[src/rtl/nnl_pkg.sv]
package nnl_pkg;
  localparam int unsigned DEF_LINE_W    = 26;
  localparam int unsigned DEF_PAGE_BITS = 6;
  localparam int unsigned DEF_MAX_DEPTH = 8;
  localparam int unsigned DEF_DEPTH_W   = 4;
  localparam int unsigned DEF_Q_DEPTH   = 4;

  // Number of candidates for one demand: depth clamped to max_depth, then
  // limited by the lines left in the page after the demand's offset.
  function automatic int unsigned clip_count(int unsigned depth,
                                             int unsigned offset,
                                             int unsigned max_depth,
                                             int unsigned page_bits);
    int unsigned want;
    int unsigned room;
    want = (depth > max_depth) ? max_depth : depth;
    room = (32'd1 << page_bits) - 32'd1 - offset;
    return (want < room) ? want : room;
  endfunction
endpackage

[src/rtl/nnl_cand_gen.sv]
module nnl_cand_gen
  import nnl_pkg::*;
#(
  parameter int unsigned LINE_W    = DEF_LINE_W,
  parameter int unsigned PAGE_BITS = DEF_PAGE_BITS,
  parameter int unsigned MAX_DEPTH = DEF_MAX_DEPTH,
  parameter int unsigned DEPTH_W   = DEF_DEPTH_W,
  localparam int unsigned KW       = $clog2(MAX_DEPTH + 1)
) (
  input  logic              clk,
  input  logic              rst_n,
  input  logic              start,
  input  logic [LINE_W-1:0] start_line,
  input  logic [DEPTH_W-1:0] start_depth,
  output logic              cand_valid,
  output logic [LINE_W-1:0] cand_line,
  output logic              gen_active,
  output logic [KW-1:0]     gen_k,
  output logic [KW-1:0]     gen_lim,
  output logic [LINE_W-1:0] gen_base
);
  logic [KW-1:0] lim_calc;

  always_comb begin
    lim_calc = KW'(clip_count(32'(start_depth),
                              32'(start_line[PAGE_BITS-1:0]),
                              MAX_DEPTH, PAGE_BITS));
  end

  always_ff @(posedge clk or negedge rst_n) begin
    if (!rst_n) begin
      gen_active <= 1'b0;
      gen_k      <= '0;
      gen_lim    <= '0;
      gen_base   <= '0;
    end else if (start) begin
      gen_base   <= start_line;
      gen_k      <= KW'(1);
      gen_lim    <= lim_calc;
      gen_active <= (lim_calc != '0);
    end else if (gen_active) begin
      gen_k <= gen_k + KW'(1);
      if (gen_k == gen_lim) gen_active <= 1'b0;
    end
  end

  // A demand accepted this cycle aborts the old run's candidate.
  assign cand_valid = gen_active && !start;
  assign cand_line  = gen_base + LINE_W'(gen_k);
endmodule

[src/rtl/nnl_pf_queue.sv]
module nnl_pf_queue #(
  parameter int unsigned W     = 26,
  parameter int unsigned DEPTH = 4,
  localparam int unsigned PW   = (DEPTH > 1) ? $clog2(DEPTH) : 1,
  localparam int unsigned CW   = $clog2(DEPTH + 1)
) (
  input  logic          clk,
  input  logic          rst_n,
  input  logic          push_req,
  input  logic [W-1:0]  push_data,
  input  logic          pop_req,
  output logic          push_ok,
  output logic          nonempty,
  output logic [W-1:0]  head,
  output logic [CW-1:0] count
);
  localparam logic [CW-1:0] FULL_CNT = CW'(DEPTH);
  localparam logic [PW-1:0] LAST_PTR = PW'(DEPTH - 1);

  logic [W-1:0]  store [DEPTH];
  logic [PW-1:0] wr_ptr;
  logic [PW-1:0] rd_ptr;
  logic          pop_ok;

  function automatic logic [PW-1:0] bump(logic [PW-1:0] p);
    return (p == LAST_PTR) ? '0 : p + PW'(1);
  endfunction

  assign nonempty = (count != '0);
  assign push_ok  = push_req && (count != FULL_CNT);
  assign pop_ok   = pop_req && nonempty;
  assign head     = store[rd_ptr];

  always_ff @(posedge clk) begin
    if (push_ok) store[wr_ptr] <= push_data;
  end

  always_ff @(posedge clk or negedge rst_n) begin
    if (!rst_n) begin
      wr_ptr <= '0;
      rd_ptr <= '0;
      count  <= '0;
    end else begin
      if (push_ok) wr_ptr <= bump(wr_ptr);
      if (pop_ok)  rd_ptr <= bump(rd_ptr);
      case ({push_ok, pop_ok})
        2'b10:   count <= count + CW'(1);
        2'b01:   count <= count - CW'(1);
        default: count <= count;
      endcase
    end
  end
endmodule

[src/rtl/nnl_port_arb.sv]
module nnl_port_arb #(
  parameter int unsigned LINE_W = 26
) (
  input  logic              dmd_valid,
  input  logic [LINE_W-1:0] dmd_line,
  input  logic              q_nonempty,
  input  logic [LINE_W-1:0] q_head,
  input  logic              mem_ready,
  output logic              mem_valid,
  output logic [LINE_W-1:0] mem_line,
  output logic              dmd_ready,
  output logic              dmd_accept,
  output logic              pf_pop
);
  always_comb begin
    mem_valid  = dmd_valid || q_nonempty;
    mem_line   = dmd_valid ? dmd_line : q_head;
    dmd_ready  = mem_ready;
    dmd_accept = dmd_valid && mem_ready;
    pf_pop     = !dmd_valid && mem_ready && q_nonempty;
  end
endmodule

[src/rtl/nnl_prefetch_gen.sv]
module nnl_prefetch_gen
  import nnl_pkg::*;
#(
  parameter int unsigned LINE_W    = DEF_LINE_W,
  parameter int unsigned PAGE_BITS = DEF_PAGE_BITS,
  parameter int unsigned MAX_DEPTH = DEF_MAX_DEPTH,
  parameter int unsigned DEPTH_W   = DEF_DEPTH_W,
  parameter int unsigned Q_DEPTH   = DEF_Q_DEPTH,
  localparam int unsigned KW       = $clog2(MAX_DEPTH + 1),
  localparam int unsigned CW       = $clog2(Q_DEPTH + 1)
) (
  input  logic               clk,
  input  logic               rst_n,
  input  logic               dmd_valid,
  input  logic [LINE_W-1:0]  dmd_line,
  output logic               dmd_ready,
  input  logic [DEPTH_W-1:0] pf_depth,
  output logic               mem_valid,
  output logic [LINE_W-1:0]  mem_line,
  input  logic               mem_ready
);
  // Named internal events, observed by the bound checker.
  logic              dmd_accept;
  logic              pf_pop;
  logic              cand_valid;
  logic [LINE_W-1:0] cand_line;
  logic              gen_active;
  logic [KW-1:0]     gen_k;
  logic [KW-1:0]     gen_lim;
  logic [LINE_W-1:0] gen_base;
  logic              q_push;
  logic              q_nonempty;
  logic [LINE_W-1:0] q_head;
  logic [CW-1:0]     q_count;

  nnl_cand_gen #(
    .LINE_W(LINE_W), .PAGE_BITS(PAGE_BITS),
    .MAX_DEPTH(MAX_DEPTH), .DEPTH_W(DEPTH_W)
  ) u_gen (
    .clk(clk), .rst_n(rst_n),
    .start(dmd_accept), .start_line(dmd_line), .start_depth(pf_depth),
    .cand_valid(cand_valid), .cand_line(cand_line),
    .gen_active(gen_active), .gen_k(gen_k), .gen_lim(gen_lim),
    .gen_base(gen_base)
  );

  nnl_pf_queue #(.W(LINE_W), .DEPTH(Q_DEPTH)) u_queue (
    .clk(clk), .rst_n(rst_n),
    .push_req(cand_valid), .push_data(cand_line),
    .pop_req(pf_pop), .push_ok(q_push),
    .nonempty(q_nonempty), .head(q_head), .count(q_count)
  );

  nnl_port_arb #(.LINE_W(LINE_W)) u_arb (
    .dmd_valid(dmd_valid), .dmd_line(dmd_line),
    .q_nonempty(q_nonempty), .q_head(q_head),
    .mem_ready(mem_ready),
    .mem_valid(mem_valid), .mem_line(mem_line),
    .dmd_ready(dmd_ready), .dmd_accept(dmd_accept), .pf_pop(pf_pop)
  );
endmodule

[config.mk]
export PLATFORM = sky130hd
export DESIGN_NAME = nnl_prefetch_gen
export DESIGN_NICKNAME = d
export VERILOG_FILES = /design/src/rtl/nnl_pkg.sv /design/src/rtl/nnl_cand_gen.sv /design/src/rtl/nnl_pf_queue.sv /design/src/rtl/nnl_port_arb.sv /design/src/rtl/nnl_prefetch_gen.sv
export SDC_FILE = /design/constraint.sdc
export NUM_CORES = 1
export LEC_CHECK = 0
export ABC_AREA = 1
export BUFFER_PORTS_ARGS = -buffer_cell sky130_fd_sc_hd__buf_2
export CORE_AREA = 2 2 153 155
export DETAILED_ROUTE_END_ITERATION = 10
export DIE_AREA = 0 0 155 157
export SKIP_CTS_REPAIR_TIMING = 1
export SLEW_MARGIN = 25
export SYNTH_ARGS = -nofsm -noshare
export SYNTH_HDL_FRONTEND = slang
export SYNTH_HIERARCHICAL = 1
export SYNTH_SLANG_ARGS = --single-unit
[constraint.sdc]
create_clock -name clk -period 2.7 [get_ports clk]
set_input_delay 0.27 -clock clk [delete_from_list [all_inputs] [get_ports clk]]
set_output_delay 0.27 -clock clk [all_outputs]
set_load 0.1 [all_outputs]
# ---- After elaboration in Yosys (flattened, before gate mapping)
# Memory sizes are Yosys's and may differ from the RTL's.
# Cells that the tools add are included.
dict set report op_classes {
  addsub 7
  n_mul 0
  n_div 0
  n_lt_le_gt_ge 2
  eq_ne 6
  shifts 0
  n_mux 13
  bitwise_logic 0
  n_reduce_logical 13
}
# op n
set ops {}
lappend ops {{$lt 4x32->1} 1}
lappend ops {{$add 26x4->26} 1}
lappend ops {{$mux 26} 1}
lappend ops {{$mux 4} 4}
lappend ops {{$sub 6x6->7 const A} 1}
lappend ops {{$eq 2x2->1 const B} 3}
lappend ops {{$logic_and 1x1->1} 6}
lappend ops {{$pmux 3 s2} 1}
lappend ops {{$mux 1} 5}
lappend ops {{$add 2x1->2 const B} 2}
lappend ops {{$add 4x1->4 const B} 1}
lappend ops {{$eq 4x4->1} 1}
lappend ops {{$gt 4x4->1 const B} 1}
lappend ops {{$mux 2} 2}
lappend ops {{$reduce_bool 2->1} 2}
lappend ops {{$reduce_bool 4->1} 1}
lappend ops {{$add 3x1->3 const B} 1}
lappend ops {{$ne 3x3->1 const B} 1}
lappend ops {{$reduce_bool 3->1} 1}
lappend ops {{$sub 3x1->3 const B} 1}
lappend ops {{$eq 2x1->1 const B} 1}
lappend ops {{$logic_not 1->1} 2}
lappend ops {{$logic_or 1x1->1} 1}
dict set report totals {
  register_bits 42
  latchBits 0
  ram_bits 104
  rom_bits 0
  input_bits 34
  out_inout_bits 28
  elab_cells 49
  n_memories 1
}
# name words word_bits rd rd_clocked_by_memory_dff wr line
set mem_list {}
lappend mem_list {u_queue.store 4 26 1 0 1 nnl_pf_queue.sv:20} ;# logic [W-1:0] store [DEPTH];

# ---- Longest topological paths before layout
dict set report logic_depth {
  word_depth 6
  depth_mapped 14
}

# ---- Modules after synthesis
# The synthesis kept the hierarchy.
# module instances cells_per_inst area_per_inst_um2
set by_module_without_submodules {}
lappend by_module_without_submodules {nnl_pf_queue 1 363 4702.0}
lappend by_module_without_submodules {nnl_cand_gen 1 301 2264.7}
lappend by_module_without_submodules {nnl_port_arb 1 90 367.9}

# ---- Least setup slack after synthesis
# Ideal clock, no wire load.
dict set report synth_timing {
  path_kind {input port to flip-flop}
  startpoint {input port dmd_valid}
  endpoint {memory u_queue.store[3][0], enable pin}
  arrival_ns 2.200
  required_ns 2.291
  slack_ns 0.091
  cell_stages 7
  path_cell_list {buf_2 nand2_1 inv_1 clkbuf_1 nor2_1 nand2_2 nor2_1}
}
dict set report synth_via {
  elab_chain_len 6
}
# element line
set synth_lines {}
lappend synth_lines {{from (decl)} nnl_prefetch_gen.sv:14} ;# input logic dmd_valid,
lappend synth_lines {{$logic_and 1x1->1} nnl_port_arb.sv:19} ;# dmd_accept = dmd_valid && mem_ready;
lappend synth_lines {{net dmd_accept} nnl_prefetch_gen.sv:23} ;# logic dmd_accept;
lappend synth_lines {{$logic_not 1->1} nnl_cand_gen.sv:48} ;# assign cand_valid = gen_active && !start;
lappend synth_lines {{$logic_and 1x1->1} nnl_cand_gen.sv:48}
lappend synth_lines {{net cand_valid} nnl_prefetch_gen.sv:25} ;# logic cand_valid;
lappend synth_lines {{$logic_and 1x1->1} nnl_pf_queue.sv:30} ;# assign push_ok = push_req && (count != FULL_CNT);
lappend synth_lines {{$mux 1} nnl_pf_queue.sv:35} ;# if (push_ok) store[wr_ptr] <= push_data;
lappend synth_lines {{$mux 1 (not written as such)} nnl_pf_queue.sv:35}
lappend synth_lines {{to (decl)} nnl_pf_queue.sv:20}
# The timed path passes the listed nets, and every way through them passes these cells.

# ---- Worst setup path after layout
dict set report layout_timing {
  startpoint {register u_gen.gen_k[0]}
  endpoint {memory u_queue.store[2][18] (data pin)}
}
dict set report layout_via {
  elab_chain_len 1
}
# element line
set layout_lines {}
lappend layout_lines {{from (decl)} nnl_cand_gen.sv:18} ;# output logic [KW-1:0] gen_k,
lappend layout_lines {{from (signal assigned)} nnl_cand_gen.sv:42} ;# gen_k <= gen_k + KW'(1);
lappend layout_lines {{$add 26x4->26} nnl_cand_gen.sv:49} ;# assign cand_line = gen_base + LINE_W'(gen_k);
lappend layout_lines {{net cand_line[18]} nnl_prefetch_gen.sv:26} ;# logic [LINE_W-1:0] cand_line;
# The timed path passes the listed nets, and every way through them passes these cells.

==> impl_metrics.tcl <==
set metrics [dict create \
    outcome "finished clean" \
    final_antenna_net_count 0 \
    routed_wl_um 16700 \
    cts_buffer_depth 2 \
    grt_setup_unrepaired "no" \
    crit_path_max_fanout 5 \
    cap_violations 0 \
    fp.dieArea_sq_um 24300 \
    power_frac_seq 0.339 \
    utilization 0.397 \
    overflow 0 \
    finalCritPeriodShare 0.850 \
    grt_max_degree 62 \
    pwr-share-comb 0.401 \
    setup_tns_ns 0 \
    power.density_nw_per_um2 1060 \
    drive_gt1_frac 0.169 \
    wire_per_inst_um 15.0 \
    worstSkewPairLatency_ns 0.42 \
    nets 866 \
    clkSinkCount 146 \
    die_x_um 155 \
    drc 0 \
    grt_pass1_vias 5132 \
    hold_class "in2reg" \
    place_ws_ns 0.457 \
    crit_slowest_cell "dfrtp_1" \
    dpl.hpwl_um 11400 \
    setup.worst_path.start_class "register" \
    worstHoldStart "dmd_line[25]" \
    synth.avg_cell_area_sq_um 9.74 \
    grt_first_pass_wirelength_um 27100 \
    first_pass_iters 5 \
    cts_tree "yes" \
    clk_pin_slew_ns 0.06 \
    worstHoldPathCells 3 \
    worstMarginPinSlew_ns 0.624 \
    root_buffer "clkbuf_16" \
    drv_slew 0 \
    grt_usage 0.147 \
    final_hold_viol_count 0 \
    cp_cell_sequence "ha_1 -> inv_1 -> fa_1 -> inv_1 -> a31oi_2 -> nor3_4 -> nand3_2 -> o21ai_1 -> nand2_1" \
    cts_buffers 17 \
    crit_top_cell "inv_1" \
    worst-r2r-setup-slack_ns 0.40 \
    p_int_w 0.00583 \
    num_vias 5102 \
    cp.arrival_ns 2.45 \
    die_y_um 157 \
    netlist_instances 753 \
    endpoint_kind "register" \
    antenna_found_initial 0 \
    finalCriticalPeriod_ns 2.30 \
    insertedDiodeCount 0 \
    holdPathEnd "u_gen/gen_base[25]$_DFFE_PN0P_" \
    syn_nets 803 \
    gp_congestion 0.840 \
    max_stage_delay_ns 0.44 \
    synthToLayoutAreaGrowth_pct 21.8 \
    cp.required_ns 2.85 \
    num_rows 55 \
    crit_type "reg2reg" \
    pwr-share-clk 0.261 \
    finalClockSkew_ns 0.00776 \
    reg2reg_from "u_gen/gen_k[0]$_DFFE_PN0P_" \
    setup_viol 0 \
    power.leakage_nw 3.93 \
    r2r_cells 9 \
    io_buffers 61 \
    fp.coreArea_sq_um 22500 \
    p_sw_frac 0.387 \
    h-tree-depth 4 \
    synthesis.area_sq_um 7330 \
    ys_warn_count 6 \
    via_per_inst 4.58 \
    p_sw_w 0.00368 \
    timing.fmax_mhz 436 \
    start_util 0.326 \
    pin_count 62 \
    r2r_end "u_queue/store[2][18]$_DFFE_PP_" \
    setup_slack_ns 0.405 \
    max-vdd-ir-drop_mv 0.468 \
    relSlewSlack 0.584 \
    drtIter0Drc 324 \
]
[critical path: cells and delay by family, from the launching register on]
kind,cells,cell delay [ns]
adder cells (fa/ha/maj),2,0.62
flip-flops,1,0.44
buffers and inverters,2,0.15
AND/OR/NAND/NOR,3,0.51
AO/OA/AOI/OAI,2,0.30
[layout by cell type, fill, tap and decap left out, drive strengths merged]
cell type / count
inv: 120
nor2: 27
dfrtp: 42
clkinv: 7
a21oi: 3
clkinvlp: 2
o31ai: 1
dlygate4sd3: 1
nand4: 7
a31oi: 6
o41ai: 1
bufinv: 5
o211ai: 52
fa: 2
xnor2: 2
nand3b: 1
nand2: 253
nor4: 4
nor3: 9
nand3: 20
clkbuf: 19
xor2: 26
buf: 73
or2: 1
o21ai: 27
edfxtp: 104
ha: 14
[how the worst max path moves through the flow]
stage / startpoint / endpoint / slack, ns / cells past startpoint
2_1_floorplan: dmd_valid / u_queue/store[3][0]$_DFFE_PP_ / 0.10 / 7
3_3_place_gp: u_gen/gen_k[0]$_DFFE_PN0P_ / u_queue/store[0][14]$_DFFE_PP_ / 0.55 / 8
6_report: u_gen/gen_k[0]$_DFFE_PN0P_ / u_queue/store[2][18]$_DFFE_PP_ / 0.40 / 9
3_5_place_dp: u_gen/gen_k[0]$_DFFE_PN0P_ / u_queue/store[1][18]$_DFFE_PP_ / 0.46 / 9
5_1_grt: u_gen/gen_k[0]$_DFFE_PN0P_ / u_queue/store[0][24]$_DFFE_PP_ / 0.19 / 10
4_1_cts: u_queue/rd_ptr[0]$_DFFE_PN0P_ / mem_line[6] / 0.40 / 6
[through the flow]
step	total power [W]	std cells	area, sq um	hold WS (ns)
global route	0.0100	1114	8930	0.0845
global placement	0.00707	1081	8300	0.310
floorplan	0.00595	753	7330	-0.0256
detailed placement	0.00712	1081	8300	0.319
CTS	0.00959	1113	8920	-0.129
finish	0.00951	1114	8930	0.0772
[flip-flops by register name, indices dropped and copies added (netlist names)]
name	count
u_queue/wr_ptr	2
u_queue/count	3
u_gen/gen_k	4
u_gen/gen_base	26
u_gen/gen_lim	4
u_gen/gen_active	1
u_queue/rd_ptr	2
u_queue/store	104
[routing by layer]
metal,GRT usage,vias to the layer above,wire length (um)
met5,0,-,0
met3,0.0292,15,765
met4,0.0529,0,245
li1,-,2583,-
met1,0.190,2386,7800
met2,0.246,118,7910
[power by group through the flow]
stage / clock network (W) / logic (W) / registers (W)
after global routing: 0.00261 / 0.00416 / 0.00327
final: 0.00248 / 0.00381 / 0.00322
after global placement: 0 / 0.00383 / 0.00325
after detailed placement: 0 / 0.00386 / 0.00326
after CTS: 0.00251 / 0.00386 / 0.00322
after floorplan: 0 / 0.00279 / 0.00316
[cell type report]
| type | instances | area, sq um |
|---|---|---|
| fill | 2151 | 13600 |
| sequential | 146 | 4180 |
| multi-input combinational | 456 | 2500 |
| timing repair buffer | 74 | 821 |
| inverter | 121 | 454 |
| clock buffer | 19 | 433 |
| tap | 285 | 357 |
| clock inverter | 13 | 190 |
(Power assumes the default switching activity.)
